[config.mk]
export PLATFORM = sky130hd
export DESIGN_NAME = pq_source_bank
export DESIGN_NICKNAME = d
export VERILOG_FILES = /design/src/rtl/pq_src_pkg.sv /design/src/rtl/pq_acc_decode.sv /design/src/rtl/pq_cell.sv /design/src/rtl/pq_source_bank.sv
export SDC_FILE = /design/constraint.sdc
export NUM_CORES = 1
export LEC_CHECK = 0
export CAP_MARGIN = 40
export CORE_MARGIN = 4
export CORE_UTILIZATION = 30
export CTS_CLUSTER_SIZE = 28
export DETAILED_ROUTE_END_ITERATION = 8
export PLACE_DENSITY_LB_ADDON = 0.08
export SLEW_MARGIN = 20
export SYNTH_ARGS = -nofsm -noshare
export SYNTH_HDL_FRONTEND = slang
export SYNTH_SLANG_ARGS = --single-unit
[constraint.sdc]
create_clock -name clk -period 3.66 [get_ports clk]
set_clock_uncertainty 0.05 [all_clocks]
set_input_delay 0.732 -clock clk [delete_from_list [all_inputs] [get_ports clk]]
set_output_delay 0.732 -clock clk [all_outputs]
set_load 0.1 [all_outputs]
[src/rtl/pq_src_pkg.sv]
package pq_src_pkg;

    typedef enum logic [2:0] {
        OP_NONE,
        OP_GET,
        OP_LDEOI,
        OP_STEOI,
        OP_SET,
        OP_BAD
    } pq_op_e;

    localparam logic [1:0] PQ_OFF = 2'b01;

    typedef struct packed {
        logic [1:0] pq;
        logic       ntf;
    } cell_st_t;

endpackage

[src/rtl/pq_acc_decode.sv]
module pq_acc_decode
    import pq_src_pkg::*;
#(
    parameter int OFS_W = 12
) (
    input  logic             acc_vld,
    input  logic             acc_wr,
    input  logic [OFS_W-1:0] acc_ofs,
    input  logic             ofs_shift_en,
    output pq_op_e           op,
    output logic [1:0]       set_val
);
    localparam int CODE_LSB = OFS_W - 4;

    logic [OFS_W-1:0] eff_ofs;
    logic [3:0]       code;

    always_comb begin
        eff_ofs = ofs_shift_en ? (acc_ofs | (acc_ofs << 4)) : acc_ofs;
        code    = eff_ofs[CODE_LSB +: 4];
        set_val = code[1:0];
        op      = OP_NONE;
        if (acc_vld) begin
            if (acc_wr) begin
                op = (code == 4'h0) ? OP_STEOI : OP_NONE;
            end else begin
                unique case (code)
                    4'h0:                      op = OP_LDEOI;
                    4'h4:                      op = OP_GET;
                    4'hC, 4'hD, 4'hE, 4'hF:    op = OP_SET;
                    default:                   op = OP_BAD;
                endcase
            end
        end
    end
endmodule

[src/rtl/pq_cell.sv]
module pq_cell
    import pq_src_pkg::*;
#(
    parameter bit IS_LEVEL = 1'b0
) (
    input  logic       clk,
    input  logic       rst_n,
    input  logic       hit,
    input  pq_op_e     op,
    input  logic [1:0] set_val,
    input  logic       edge_ev,
    input  logic       lvl,
    output logic [1:0] pq_o,
    output logic       ntf_o
);
    cell_st_t st_d, st_q;
    logic     ev;

    always_comb begin
        st_d     = st_q;
        st_d.ntf = 1'b0;
        if (hit) begin
            unique case (op)
                OP_SET: st_d.pq = set_val;
                OP_LDEOI, OP_STEOI: begin
                    if (IS_LEVEL) begin
                        if (st_q.pq[1]) st_d.pq = 2'b00;
                    end else if (st_q.pq == 2'b10) begin
                        st_d.pq = 2'b00;
                    end else if (st_q.pq == 2'b11) begin
                        st_d.pq  = 2'b10;
                        st_d.ntf = 1'b1;
                    end
                end
                default: ;
            endcase
        end
        ev = IS_LEVEL ? lvl : edge_ev;
        if (ev) begin
            if (st_d.pq == 2'b00) begin
                st_d.pq  = 2'b10;
                st_d.ntf = 1'b1;
            end else if (st_d.pq == 2'b10 && !IS_LEVEL) begin
                st_d.pq = 2'b11;
            end
        end
    end

    always_ff @(posedge clk) begin
        if (!rst_n) begin
            st_q.pq  <= PQ_OFF;
            st_q.ntf <= 1'b0;
        end else begin
            st_q <= st_d;
        end
    end

    assign pq_o  = st_q.pq;
    assign ntf_o = st_q.ntf;
endmodule

[src/rtl/pq_source_bank.sv]
module pq_source_bank
    import pq_src_pkg::*;
#(
    parameter int                 NUM_SRC    = 8,
    parameter int                 OFS_W      = 12,
    parameter int                 DATA_W     = 8,
    parameter logic [NUM_SRC-1:0] LEVEL_MASK = 8'hF0,
    localparam int                ID_W       = $clog2(NUM_SRC),
    localparam int                AID_W      = ID_W + 1
) (
    input  logic               clk,
    input  logic               rst_n,
    input  logic               trig_vld,
    input  logic [ID_W-1:0]    trig_id,
    input  logic [NUM_SRC-1:0] lvl_in,
    input  logic               acc_vld,
    input  logic               acc_wr,
    input  logic [AID_W-1:0]   acc_id,
    input  logic [OFS_W-1:0]   acc_ofs,
    input  logic               ofs_shift_en,
    output logic               rd_vld,
    output logic [DATA_W-1:0]  rd_data,
    output logic [NUM_SRC-1:0] notify
);
    typedef struct packed {
        logic              vld;
        logic [DATA_W-1:0] data;
    } rd_st_t;

    pq_op_e     op;
    logic [1:0] set_val;
    logic [1:0] pq_all [NUM_SRC];
    logic       id_ok;
    rd_st_t     rd_d, rd_q;

    pq_acc_decode #(.OFS_W(OFS_W)) u_dec (
        .acc_vld      (acc_vld),
        .acc_wr       (acc_wr),
        .acc_ofs      (acc_ofs),
        .ofs_shift_en (ofs_shift_en),
        .op           (op),
        .set_val      (set_val)
    );

    assign id_ok = (acc_id < AID_W'(NUM_SRC));

    for (genvar i = 0; i < NUM_SRC; i++) begin : g_src
        logic hit_i;
        logic ev_i;
        assign hit_i = id_ok && (acc_id == AID_W'(i));
        assign ev_i  = trig_vld && (trig_id == ID_W'(i));
        pq_cell #(.IS_LEVEL(LEVEL_MASK[i])) u_cell (
            .clk     (clk),
            .rst_n   (rst_n),
            .hit     (hit_i),
            .op      (op),
            .set_val (set_val),
            .edge_ev (ev_i),
            .lvl     (lvl_in[i]),
            .pq_o    (pq_all[i]),
            .ntf_o   (notify[i])
        );
    end

    always_comb begin
        rd_d.vld  = acc_vld && !acc_wr;
        rd_d.data = '1;
        if (id_ok && op != OP_BAD) begin
            rd_d.data = {{(DATA_W-2){1'b0}}, pq_all[acc_id[ID_W-1:0]]};
        end
    end

    always_ff @(posedge clk) begin
        if (!rst_n) begin
            rd_q <= '0;
        end else begin
            rd_q <= rd_d;
        end
    end

    assign rd_vld  = rd_q.vld;
    assign rd_data = rd_q.data;
endmodule

After elaboration in Yosys (flattened, before gate mapping)
Cells that the tools add are included.
{ "op_classes": {"magnitude_cmp": 2, "n_eq_ne": 31, "n_mux": 69, "bitwise_logic": 2, "n_reduce_logical": 28} }
{ "ops": {"columns": ["operator", "n"], "rows": [
  ["$mux 3", 26],
  ["$pmux 2 s2", 8],
  ["$mux 2", 15],
  ["$eq 2x2->1 const B", 12],
  ["$eq 4x3->1 const B", 5],
  ["$eq 4x4->1 const B", 4],
  ["$logic_not 2->1", 8],
  ["$mux 1", 16],
  ["$logic_and 1x1->1", 14],
  ["$eq 3x2->1 const B", 4],
  ["$mux 12", 1],
  ["$or 12x12->12", 1],
  ["$pmux 3 s3", 1],
  ["$eq 4x2->1 const B", 2],
  ["$logic_not 4->1", 2],
  ["$mux 8", 1],
  ["$bmux 2 s3", 1],
  ["$eq 4x1->1 const B", 1],
  ["$ge 4x4->1 const B", 1],
  ["$lt 4x4->1 const B", 1],
  ["$not 3->4", 1],
  ["$reduce_or 4->1", 1],
  ["$eq 3x1->1 const B", 1],
  ["$eq 3x3->1 const B", 1],
  ["4 further kinds", 4]
]} }
{ "totals": {"register_bits": 33, "inputBits": 33, "out_inout_bits": 17} }

Logic depth before layout (Yosys ltp)
Gate-level depths: netlist (run 1).
{ "depth": {"depth_word": 15, "mapped_depth": 7, "mapped_depth_nobuf": 5} }

Hierarchy
From an unflattened synthesis (run 1), not the netlist that was laid out.
{ "unflattened": {"hier_cells": 228, "area_unflattened_um2": 2013.2} }
{ "by_module_without_submodules": {"columns": ["module", "n_inst", "cells_per_inst", "area_per_inst_um2", "seq_area_each_um2"], "rows": [
  ["pq_cell at g_src[0].u_cell ...", 4, 21, 203.9, 60.1],
  ["pq_cell at g_src[5].u_cell ...", 3, 20, 173.9, 60.1],
  ["pq_source_bank", 1, 52, 416.6, 80.1],
  ["pq_cell at g_src[4].u_cell", 1, 18, 157.7, 60.1],
  ["pq_acc_decode", 1, 14, 101.3, 0.0]
]} }

Least setup slack after synthesis (run 1)
Ideal clock, no wire load.
{ "synth_path": {"path_kind": "input port to flip-flop", "from": "input port acc_id[3]", "to": "register g_src[2].u_cell.st_q (netlist bit g_src[2].u_cell.ntf_o)", "arrival_time_ps": 2156, "required_time_ps": 3518, "slack_ps": 1361, "cell_stages": 5, "path_buffers": 1, "cell_sequence": "clkbuf_1 > nor4b_1 > mux2i_1 > nand3b_1 > o32ai_1"} }
{ "synth_via": {"elab_chain_len": 6, "word_cells_on_any_way": 7, "cone_classes": "order compare: 1; eq/ne: 1; mux: 3; reduce/logical: 2"} }
{ "synth_lines": {"columns": ["item", "line", "rtl"], "rows": [
  ["start, declared", "pq_source_bank.sv:18", "input logic [AID_W-1:0] acc_id,"],
  ["$lt 4x4->1 or $eq 4x2->1 (tied branches)", "pq_source_bank.sv:45, pq_source_bank.sv:50", null],
  ["$logic_and 1x1->1 *", "pq_source_bank.sv:50", "assign hit_i = id_ok && (acc_id == AID_W'(i));"],
  ["$mux 3 *", "pq_cell.sv:22", "if (hit) begin"],
  ["$logic_not 2->1", "pq_cell.sv:40", "if (st_d.pq == 2'b00) begin"],
  ["$mux 1", "pq_cell.sv:40", null],
  ["$mux 3 *", "pq_cell.sv:39", "if (ev) begin"],
  ["end signal, assigned", "pq_cell.sv:54", "st_q <= st_d;"],
  ["end, declared", "pq_cell.sv:16", "cell_st_t st_d, st_q;"]
]} }
Every way passes the cells marked *; elsewhere a longest branch is shown, timed or not.
A chain may end at the register's enable or synchronous reset.

Final worst setup path (run 1)
{ "layout_path": {"from": "input port acc_id[1]", "to": "register g_src[1].u_cell.st_q (netlist bit g_src[1].u_cell.ntf_o)"} }
{ "layout_via": {"elab_chain_len": 6, "word_cells_on_any_way": 7, "cone_classes": "order compare: 1; eq/ne: 1; mux: 3; reduce/logical: 2"} }
{ "layout_lines": {"columns": ["item", "line"], "rows": [
  ["$lt 4x4->1 or $eq 4x1->1 (tied branches)", "pq_source_bank.sv:45, pq_source_bank.sv:50"],
  ["$logic_and 1x1->1 *", "pq_source_bank.sv:50"],
  ["$mux 3 *", "pq_cell.sv:22"],
  ["$logic_not 2->1", "pq_cell.sv:40"],
  ["$mux 1", "pq_cell.sv:40"],
  ["$mux 3 *", "pq_cell.sv:39"],
  ["end signal, assigned", "pq_cell.sv:54"],
  ["end, declared", "pq_cell.sv:16"]
]} }
Marks and branches as above.

==> impl_metrics.sql, run 1 <==
INSERT INTO impl_metrics (metric_group, metric, value, unit) VALUES
('outcome', 'run_status', 'finished, final reports clean', ''),
('sta', 'rsz0062_at_grt', 'no', ''),
('critical_path', 'timing.critical_path.fanout_max', '14', ''),
('power_and_ir_drop', 'seq_power_share', '41.1', '%'),
('detailed_routing', 'routed_wire_length_per_instance', '16.51', 'µm'),
('power_and_ir_drop', 'power.ir.vdd_worst', '0.1753', 'mV'),
('finish', 'stdcell_area', '2521', 'µm²'),
('clocking', 'postCtsHoldBufs', '0', ''),
('detailed_routing', 'detail_route.vias_per_cell', '5.524', ''),
('sta', 'final_max_slew_viol_count', '0', ''),
('sta', 'max_slew.worst_pin.slew', '748.4', 'ps'),
('global_route', 'first_global_vias', '1673', ''),
('synth', 'seq_cells_post_synth', '28', ''),
('clocking', 'tritoncts', 'yes', ''),
('sta', 'setup_violations', '0', ''),
('sta', 'tns', '0', 'ps'),
('critical_path', 'setup.worst_path.class', 'in -> reg', ''),
('hold_path', 'holdCritPathClass', 'reg -> reg', ''),
('global_route', 'first_pass_grt_wire_length', '8.556', 'mm'),
('finish', 'layout_cells_sized_above_1', '18.37', '%'),
('die', 'pin_count', '50', ''),
('global_route', 'global_route_usage_sum', '14.35', '%'),
('global_route', 'grt_overflow', '0', ''),
('sta', 'fmax', '0.3555', 'GHz'),
('finish', 'antenna-diode-count', '0', ''),
('clocking', 'clk-insertion-delay-late', '280', 'ps'),
('critical_path', 'critical_path_arrival', '2950', 'ps'),
('global_route', 'antenna_found_initial', '0', ''),
('clocking', 'post_cts.repair.setup_buffers', '0', ''),
('die', 'core-area', '5642', 'µm²'),
('finish', 'fillCellCount', '532', ''),
('detailed_routing', 'firstDrtPassIters', '5', ''),
('die', 'chipHeight', '85.31', 'µm'),
('synth', 'post_synth_inst_count', '201', ''),
('clocking', 'h-tree-depth', '1', ''),
('power_and_ir_drop', 'internal_cell_power', '0.0005492', 'W'),
('synth', 'synth-edff-count', '0', ''),
('critical_path', 'crit_path_start_kind', 'input pin', ''),
('power_and_ir_drop', 'p_per_area', '311.7', 'nW/µm²'),
('sta', 'finalHoldViolCount', '0', ''),
('finish', 'fin_nets', '279', ''),
('synth', 'seq_total_area_yosys', '31.26', '%'),
('clocking', 'cts.path.max_buffers', '2', ''),
('die', 'fp_rows', '27', ''),
('clocking', 'cts.sink_count', '28', ''),
('run', 'cap_viol_max_count', '0', ''),
('power_and_ir_drop', 'total_leakage_power', '0.8479', 'nW'),
('critical_path', 'worst-endpoint-required', '3790', 'ps'),
('detailed_routing', 'detailroute.via_count', '1751', ''),
('place', 'port_buffers', '41', ''),
('synth', 'synthesis.yosys.warnings', '0', ''),
('power_and_ir_drop', 'switching_share', '30.12', '%'),
('detailed_routing', 'drtIter0Drc', '92', ''),
('place', 'gp_congestion', '0.8109', ''),
('clocking', 'clockRootBuffer', 'sky130_fd_sc_hd__clkbuf_8', ''),
('clocking', 'inserted_clock_buffers', '3', ''),
('detailed_routing', 'drc_errors', '0', ''),
('clocking', 'post_cts.resized_instances', '0', ''),
('critical_path', 'critical_path.endpoint_type', 'flop', ''),
('synth', 'async_flop_share', '0', '%'),
('critical_path', 'crit-reg2reg-launch', 'g_src[1].u_cell.pq_o[1]$_SDFF_PN0_', ''),
('global_route', 'grt_max_degree', '20', ''),
('power_and_ir_drop', 'portion_of_total_power_attributed_to_the_clock_network', '31.9', '%'),
('detailed_routing', 'antenna_left', '0', ''),
('clocking', 'worst_setup_hold_path_clk_slew', '100', 'ps'),
('die', 'initial_utilization', '31.78', '%'),
('detailed_routing', 'finalWirelength', '5.234', 'mm'),
('sta', 'layout_min_cycle_time', '2813', 'ps'),
('synth', 'ys_types', '51', ''),
('place', 'place.detailed.hpwl', '3.867', 'mm'),
('power_and_ir_drop', 'switching_power', '0.0002367', 'W');
## power groups by stage
stage / combinational [W] / clock, W / sequential (W)
after floorplan: 0.000107 / 0 / 0.000350
after global placement: 0.000186 / 0 / 0.000329
after detailed placement: 0.000211 / 0 / 0.000330
after CTS: 0.000212 / 0.000257 / 0.000323
after global routing: 0.000225 / 0.000269 / 0.000324
final: 0.000212 / 0.000251 / 0.000323
## cells by family after synthesis
group                  Yosys count  synth area share, %
AOI/OAI and AO/OA               57                23.59
and+or+nand+nor                 75                25.12
muxes                           14                10.89
buffers and inverters           27                9.141
DFF                             28                31.26
## critical path, delay by kind of cell
family                 cells  cell delay [ps]
AND/OR/NAND/NOR            2              910
multiplexers               1              310
buffers and inverters      1              660
AO/OA/AOI/OAI              1              340
## through the flow
stage / utilization (%) / hold WS, ps / instances / power, W / setup WS, ps
2_1_floorplan: - / 423.1 / 201 / 0.0004569 / 1361
3_3_place_gp: 38.68 / 455.0 / 296 / 0.0005155 / 639.3
3_5_place_dp: 43.42 / 469.1 / 313 / 0.0005411 / 583.0
4_1_cts: 44.69 / 486.5 / 317 / 0.0007921 / 861.6
5_1_grt: 44.69 / 537.2 / 317 / 0.0008179 / 751.3
6_report: 44.69 / 487.8 / 317 / 0.0007859 / 846.9
## registers in the layout, indices dropped and copies added (netlist names)
register and count:
g_src.u_cell.ntf_o 8, g_src.u_cell.pq_o 16, rd_data 3, rd_vld 1
## cells in the mapped netlist, types with 2 or more instances
| master | n | area share [%] |
|---|---|---|
| sky130_fd_sc_hd__nand2b_1 | 3 | 1.0 |
| sky130_fd_sc_hd__dfxtp_1 | 28 | 31 |
| sky130_fd_sc_hd__o21ai_0 | 5 | 1.4 |
| sky130_fd_sc_hd__buf_2 | 2 | 0.56 |
| sky130_fd_sc_hd__or3_1 | 3 | 1.0 |
| sky130_fd_sc_hd__o2111ai_1 | 3 | 1.5 |
| sky130_fd_sc_hd__a21oi_1 | 12 | 3.3 |
| sky130_fd_sc_hd__nand2_1 | 14 | 2.9 |
| sky130_fd_sc_hd__o311ai_1 | 2 | 0.98 |
| sky130_fd_sc_hd__nor3_1 | 9 | 2.5 |
| sky130_fd_sc_hd__a21boi_0 | 2 | 0.84 |
| sky130_fd_sc_hd__buf_4 | 14 | 5.9 |
| sky130_fd_sc_hd__nand4_1 | 4 | 1.4 |
| sky130_fd_sc_hd__o21ai_1 | 2 | 0.56 |
| sky130_fd_sc_hd__nand3_1 | 6 | 1.7 |
| sky130_fd_sc_hd__nand3b_1 | 8 | 3.3 |
| sky130_fd_sc_hd__inv_1 | 4 | 0.84 |
| sky130_fd_sc_hd__mux2i_1 | 6 | 3.3 |
| sky130_fd_sc_hd__nor4_1 | 3 | 1.0 |
| sky130_fd_sc_hd__o31ai_1 | 4 | 1.7 |
| sky130_fd_sc_hd__clkbuf_1 | 6 | 1.3 |
| sky130_fd_sc_hd__mux4_2 | 4 | 5.0 |
| sky130_fd_sc_hd__nor4_2 | 3 | 2.1 |
| sky130_fd_sc_hd__o41ai_1 | 2 | 0.98 |
| sky130_fd_sc_hd__nor4b_1 | 2 | 0.98 |
| sky130_fd_sc_hd__o21a_1 | 4 | 1.7 |
| sky130_fd_sc_hd__o311ai_0 | 3 | 1.5 |
| sky130_fd_sc_hd__nor2_1 | 8 | 1.7 |
| sky130_fd_sc_hd__mux2_2 | 4 | 2.5 |
| sky130_fd_sc_hd__nor3b_1 | 5 | 2.1 |
| sky130_fd_sc_hd__a31oi_1 | 2 | 0.70 |
| sky130_fd_sc_hd__a31o_2 | 2 | 0.98 |
| sky130_fd_sc_hd__o22ai_1 | 3 | 1.0 |
| sky130_fd_sc_hd__o311a_1 | 2 | 1.1 |
## layout by cell type (no fill, tap or decap), types with 5 or more instances in the layout
| cell type | n |
|---|---|
| sky130_fd_sc_hd__nor3_1 | 9 |
| sky130_fd_sc_hd__o21ai_0 | 5 |
| sky130_fd_sc_hd__dfxtp_1 | 28 |
| sky130_fd_sc_hd__clkdlybuf4s50_1 | 41 |
| sky130_fd_sc_hd__nand2_1 | 14 |
| sky130_fd_sc_hd__nor3b_1 | 5 |
| sky130_fd_sc_hd__mux2i_1 | 6 |
| sky130_fd_sc_hd__buf_8 | 16 |
| sky130_fd_sc_hd__nor2_1 | 8 |
| sky130_fd_sc_hd__a21oi_1 | 12 |
| sky130_fd_sc_hd__nand3_1 | 6 |
| sky130_fd_sc_hd__nand3b_1 | 8 |
| sky130_fd_sc_hd__buf_4 | 5 |
## final cells by class
class	instances	area, µm²	area share, %
clock buffer	3	41.29	1.638
inverter	4	15.01	0.5955
clock inverter	1	30.03	1.191
sequential	28	560.5	22.23
tap	72	90.09	3.573
timing repair buffer	63	715.7	28.39
multi-input combinational	146	1069	42.38
## metal layers
metal / wire, µm / GRT usage (%)
met1: 2503 / 20.24
met4: 14 / 2.302
met5: 0 / 0
met3: 383 / 2.718
met2: 2333 / 23.02
## path summary, 6_finish.rpt
check	to	slack [ps]	cells after the start
worst max-delay path	g_src[1].u_cell.ntf_o$_SDFF_PN0_	850	5
worst min-delay path	g_src[0].u_cell.ntf_o$_SDFF_PN0_	490	2
worst max register to register	g_src[1].u_cell.ntf_o$_SDFF_PN0_	2110	4
worst min register to register	g_src[0].u_cell.ntf_o$_SDFF_PN0_	490	2
(Power assumes the default switching activity.)
==> run 2, diff against run 1 <==
- clock period: 3.66 -> 2.6 ns (I/O delays scaled with it)
==> impl_metrics.sql, run 2 (synthesized netlist as in run 1, its figures left out) <==
INSERT INTO impl_metrics (metric_group, metric, value, unit) VALUES
('finish', 'antenna-diode-count', '0', ''),
('hold_path', 'holdCritPathClass', 'reg -> reg', ''),
('outcome', 'run_status', 'finished, final reports clean', ''),
('detailed_routing', 'finalWirelength', '5.535', 'mm'),
('detailed_routing', 'drtIter0Drc', '78', ''),
('critical_path', 'timing.critical_path.fanout_max', '8', ''),
('clocking', 'post_cts.repair.setup_buffers', '0', ''),
('power_and_ir_drop', 'power.ir.vdd_worst', '0.2007', 'mV'),
('global_route', 'first_global_vias', '1731', ''),
('clocking', 'post_cts.resized_instances', '0', ''),
('run', 'cap_viol_max_count', '0', ''),
('clocking', 'cts.path.max_buffers', '2', ''),
('power_and_ir_drop', 'total_leakage_power', '0.8408', 'nW'),
('die', 'core-area', '5642', 'µm²'),
('detailed_routing', 'routed_wire_length_per_instance', '17.35', 'µm'),
('die', 'fp_rows', '27', ''),
('sta', 'layout_min_cycle_time', '2440', 'ps'),
('critical_path', 'critical_path_arrival', '2550', 'ps'),
('sta', 'rsz0062_at_grt', 'no', ''),
('clocking', 'inserted_clock_buffers', '3', ''),
('clocking', 'postCtsHoldBufs', '0', ''),
('die', 'dieArea', '7278', 'µm²'),
('sta', 'min_period_over_period', '93.84', '%'),
('global_route', 'first_pass_grt_wire_length', '9.018', 'mm'),
('sta', 'timing.max_slew.rel_slack', '48.75', '%'),
('clocking', 'h-tree-depth', '1', ''),
('detailed_routing', 'detail_route.vias_per_cell', '5.555', ''),
('clocking', 'worst_setup_hold_path_clk_slew', '100', 'ps'),
('die', 'die_width', '85.31', 'µm'),
('detailed_routing', 'drc_errors', '0', ''),
('sta', 'finalHoldViolCount', '0', ''),
('global_route', 'grt_max_degree', '20', ''),
('global_route', 'antenna_found_initial', '0', ''),
('sta', 'max_slew.worst_pin.slew', '763.6', 'ps'),
('finish', 'layout.cells.most_common_list', '41 x sky130_fd_sc_hd__buf_4, 28 x sky130_fd_sc_hd__dfxtp_1, 24 x sky130_fd_sc_hd__clkdlybuf4s50_1', ''),
('clocking', 'clk-insertion-delay-late', '290', 'ps'),
('clocking', 'cts.sink_count', '28', ''),
('detailed_routing', 'firstDrtPassIters', '4', ''),
('critical_path', 'crit_path_start_kind', 'input pin', ''),
('finish', 'largest_register_ffs', '16', ''),
('die', 'pin_count', '50', ''),
('global_route', 'global_route_usage_sum', '15.36', '%'),
('die', 'initial_utilization', '31.78', '%'),
('sta', 'final_max_slew_viol_count', '0', ''),
('finish', 'fin_nets', '281', ''),
('clocking', 'clockRootBuffer', 'sky130_fd_sc_hd__clkbuf_8', ''),
('place', 'port_buffers', '41', ''),
('place', 'gp_congestion', '0.8523', ''),
('global_route', 'grt_overflow', '0', ''),
('finish', 'final_core_utilization', '41.72', '%'),
('detailed_routing', 'detailroute.via_count', '1772', ''),
('sta', 'setup_violations', '0', ''),
('place', 'place.detailed.hpwl', '4.135', 'mm'),
('clocking', 'tritoncts', 'yes', ''),
('die', 'chipHeight', '85.31', 'µm'),
('critical_path', 'worst-endpoint-required', '2710', 'ps'),
('finish', 'layout_cells_sized_above_1', '25.91', '%'),
('finish', 'synthToLayoutAreaGrowth', '31.26', '%'),
('critical_path', 'critical_path.endpoint_type', 'flop', ''),
('power_and_ir_drop', 'p_per_area', '465.9', 'nW/µm²'),
('sta', 'fmax', '0.4099', 'GHz'),
('critical_path', 'setup.worst_path.class', 'in -> reg', ''),
('detailed_routing', 'antenna_left', '0', ''),
('sta', 'worst_slack_on_hold_paths', '482.7', 'ps'),
('finish', 'most_common_cell_after_layout_fill_and_taps_aside', 'sky130_fd_sc_hd__buf_4', '');
## run 2: power breakdown
part / internal [W] / total [W] / switching, W
Combinational: 0.000110 / 0.000283 / 0.000173
Clock: 0.000207 / 0.000358 / 0.000152
Sequential: 0.000443 / 0.000455 / 0.0000124
Total: 0.000760 / 0.00110 / 0.000337
## run 2: area by class of cell
type	instances	area, µm²
inverter	4	15.01
fill	558	3288
clock inverter	1	30.03
clock buffer	3	41.29
timing repair buffer	65	548.0
sequential	28	560.5
multi-input combinational	146	1069
tap	72	90.09
## run 2: path summary, 6_finish.rpt
kind / from / endpoint / slack [ps] / cells after the start
hold / removal: g_src[0].u_cell.pq_o[0]$_SDFF_PN1_ / g_src[0].u_cell.ntf_o$_SDFF_PN0_ / 480 / 2
hold reg to reg: g_src[0].u_cell.pq_o[0]$_SDFF_PN1_ / g_src[0].u_cell.ntf_o$_SDFF_PN0_ / 480 / 2
setup / recovery: acc_ofs[11] / g_src[1].u_cell.pq_o[0]$_SDFF_PN1_ / 160 / 7
setup reg to reg: g_src[1].u_cell.pq_o[1]$_SDFF_PN0_ / g_src[1].u_cell.ntf_o$_SDFF_PN0_ / 1140 / 4
## run 2: layer usage
| layer | share of wire (%) | global-route usage [%] | wire [µm] | vias to the layer above |
|---|---|---|---|---|
| li1 | - | - | - | 865 |
| met1 | 47 | 21.38 | 2575 | 832 |
| met2 | 44 | 24.22 | 2449 | 70 |
| met3 | 8.1 | 2.718 | 449 | 5 |
| met4 | 1.1 | 4.317 | 61 | 0 |
| met5 | 0 | 0 | 0 | - |
## run 2: metrics by stage
stage          std cells  setup TNS (ps)  setup WS (ps)  total power, W  area (µm²)
2_1_floorplan        201               0          513.2       0.0006432        1793
3_3_place_gp         315          -219.9         -57.03       0.0007424        2282
3_5_place_dp         315          -294.9         -74.32       0.0007460        2282
4_1_cts              319               0          206.9        0.001104        2354
5_1_grt              319               0          19.05        0.001141        2354
6_report             319               0          160.3        0.001096        2354
## run 2: worst max-delay path, cell delays in order
cell	delay, ps
sky130_fd_sc_hd__clkdlybuf4s50_1	500
sky130_fd_sc_hd__nor4_2	330
sky130_fd_sc_hd__o21ai_1	330
sky130_fd_sc_hd__buf_4	250
sky130_fd_sc_hd__o311a_1	300
sky130_fd_sc_hd__o21ai_0	200
sky130_fd_sc_hd__nand4_1	110
==> run 3, diff against run 2 <==
- CORE_ASPECT_RATIO: unset -> 0.6
- CORE_UTILIZATION: 30 -> 48
==> impl_metrics.sql, run 3 (synthesized netlist as in run 1, its figures left out) <==
INSERT INTO impl_metrics (metric_group, metric, value, unit) VALUES
('outcome', 'run_status', 'finished, final reports clean', ''),
('critical_path', 'worst-endpoint-required', '2690', 'ps'),
('critical_path', 'timing.critical_path.fanout_max', '7', ''),
('place', 'gp_congestion', '0.9098', ''),
('die', 'initial_utilization', '52.38', '%'),
('critical_path', 'launch_point_of_the_worst_path', 'acc_ofs[4]', ''),
('finish', 'final_core_utilization', '68.17', '%'),
('die', 'core-area', '3423', 'µm²'),
('clocking', 'post_cts.resized_instances', '0', ''),
('hold_path', 'holdCritPathClass', 'reg -> reg', ''),
('critical_path', 'r2r-end', 'g_src[1].u_cell.ntf_o$_SDFF_PN0_', ''),
('clocking', 'clk-insertion-delay-late', '280', 'ps'),
('detailed_routing', 'drc_errors', '0', ''),
('place', 'placed_area', '2278', 'µm²'),
('sta', 'timing.max_slew.rel_slack', '59.72', '%'),
('finish', 'stdcell_area', '2333', 'µm²'),
('critical_path', 'critical_path.endpoint_type', 'flop', ''),
('finish', 'largest_register_ffs', '16', ''),
('die', 'dieArea', '4809', 'µm²'),
('finish', 'layout.cells.most_common_list', '45 x sky130_fd_sc_hd__buf_4, 28 x sky130_fd_sc_hd__dfxtp_1, 24 x sky130_fd_sc_hd__clkdlybuf4s50_1', ''),
('sta', 'max_slew.worst_pin.slew', '600.2', 'ps'),
('sta', 'setup_violations', '0', ''),
('critical_path', 'ff2ff_setup_slack', '1090', 'ps'),
('run', 'cap_viol_max_count', '0', ''),
('global_route', 'first_pass_grt_wire_length', '8.673', 'mm'),
('power_and_ir_drop', 'total_leakage_power', '0.8547', 'nW'),
('detailed_routing', 'detailroute.via_count', '1855', ''),
('die', 'die_width', '86.90', 'µm'),
('global_route', 'antenna_found_initial', '0', ''),
('finish', 'fillCellCount', '283', ''),
('die', 'pin_count', '50', ''),
('place', 'place.detailed.hpwl', '4.150', 'mm'),
('critical_path', 'setup.worst_path.class', 'in -> reg', ''),
('detailed_routing', 'finalWirelength', '5.316', 'mm'),
('clocking', 'clockRootBuffer', 'sky130_fd_sc_hd__clkbuf_8', ''),
('finish', 'fin_nets', '285', ''),
('die', 'fp_rows', '16', ''),
('critical_path', 'crit_path_start_kind', 'input pin', ''),
('critical_path', 'endpoint', 'g_src[0].u_cell.pq_o[0]$_SDFF_PN1_', ''),
('clocking', 'post_cts.repair.setup_buffers', '0', ''),
('detailed_routing', 'antenna_left', '0', ''),
('critical_path', 'reg2reg_depth', '4', ''),
('finish', 'antenna-diode-count', '0', ''),
('global_route', 'global_route_usage_sum', '22.23', '%'),
('finish', 'layout_cells_sized_above_1', '27.09', '%'),
('sta', 'layout_min_cycle_time', '2399', 'ps'),
('detailed_routing', 'firstDrtPassIters', '5', ''),
('sta', 'final_max_slew_viol_count', '0', ''),
('power_and_ir_drop', 'power.ir.vdd_worst', '0.2647', 'mV'),
('sta', 'min_period_over_period', '92.27', '%'),
('clocking', 'h-tree-depth', '1', ''),
('sta', 'rsz0062_at_grt', 'no', ''),
('sta', 'finalHoldViolCount', '0', ''),
('place', 'port_buffers', '41', ''),
('power_and_ir_drop', 'p_per_area', '436.0', 'nW/µm²'),
('sta', 'fmax', '0.4168', 'GHz'),
('detailed_routing', 'detail_route.vias_per_cell', '6.267', ''),
('clocking', 'inserted_clock_buffers', '3', ''),
('global_route', 'first_global_vias', '1755', ''),
('critical_path', 'crit-reg2reg-launch', 'g_src[1].u_cell.pq_o[1]$_SDFF_PN0_', ''),
('global_route', 'grt_overflow', '0', ''),
('clocking', 'postCtsHoldBufs', '0', ''),
('clocking', 'worst_setup_hold_path_clk_slew', '90', 'ps'),
('detailed_routing', 'drtIter0Drc', '254', ''),
('global_route', 'grt_max_degree', '20', ''),
('finish', 'most_common_cell_after_layout_fill_and_taps_aside', 'sky130_fd_sc_hd__buf_4', ''),
('finish', 'synthToLayoutAreaGrowth', '30.15', '%'),
('clocking', 'tritoncts', 'yes', ''),
('clocking', 'cts.path.max_buffers', '2', ''),
('clocking', 'cts.sink_count', '28', ''),
('die', 'chipHeight', '55.34', 'µm'),
('detailed_routing', 'routed_wire_length_per_instance', '17.96', 'µm'),
('critical_path', 'critical_path_arrival', '2490', 'ps');
-- run 3: how the worst min path moves through the flow --
stage	from	end	slack, ps	cells after the start
floorplan	g_src[0].u_cell.pq_o[0]$_SDFF_PN1_	g_src[0].u_cell.ntf_o$_SDFF_PN0_	420	2
global placement	g_src[0].u_cell.pq_o[0]$_SDFF_PN1_	g_src[0].u_cell.ntf_o$_SDFF_PN0_	460	2
detailed placement	g_src[0].u_cell.pq_o[0]$_SDFF_PN1_	g_src[0].u_cell.ntf_o$_SDFF_PN0_	470	2
CTS	g_src[0].u_cell.pq_o[0]$_SDFF_PN1_	g_src[0].u_cell.ntf_o$_SDFF_PN0_	490	2
global route	g_src[0].u_cell.pq_o[0]$_SDFF_PN1_	g_src[0].u_cell.ntf_o$_SDFF_PN0_	530	2
finish	g_src[0].u_cell.pq_o[0]$_SDFF_PN1_	g_src[0].u_cell.ntf_o$_SDFF_PN0_	490	2
-- run 3: where the power goes --
group	internal [W]	leakage [nW]	total, W	switching, W
clock	0.000136	0.0288	0.000277	0.000141
combinational	0.000111	0.599	0.000285	0.000174
sequential	0.000442	0.227	0.000455	0.0000127
-- run 3: layout make-up --
class | instances | area (µm²) | share of cell area, %
Inverter | 4 | 15.01 | 0.6434
Timing Repair Buffer | 69 | 578.1 | 24.77
Tap cell | 45 | 56.30 | 2.413
Multi-Input combinational cell | 146 | 1069 | 45.79
Sequential cell | 28 | 560.5 | 24.02
Clock buffer | 4 | 55.05 | 2.359
-- run 3: through the flow --
stage	total power, W	setup WS, ps	cells	hold slack, ps	setup TNS, ps
3_5_place_dp	0.0007450	-50.79	292	466.4	-64.37
3_3_place_gp	0.0007375	26.82	292	464.7	0
2_1_floorplan	0.0006432	513.2	201	423.1	0
6_report	0.001017	201.0	296	494.8	0
4_1_cts	0.001012	243.9	296	487.5	0
5_1_grt	0.001055	50.15	296	531.7	0
-- run 3: routing by layer --
metal  up-vias  routed length (µm)  part of all wire, %  global-route usage, %
met2       121                2225                   42                  32.32
met3         8                 635                   12                  6.538
li1        873                   -                    -                      -
met5         -                   0                    0                      0
met1       853                2389                   45                  32.34
met4         0                  66                  1.2                  4.444
-- run 3: critical path, stage by stage --
cell and delay, ps:
sky130_fd_sc_hd__clkdlybuf4s50_1 450, sky130_fd_sc_hd__nor4_2 330, sky130_fd_sc_hd__o21ai_1 270, sky130_fd_sc_hd__buf_4 230
sky130_fd_sc_hd__nor4_1 340, sky130_fd_sc_hd__o21a_1 230, sky130_fd_sc_hd__o2111ai_1 110
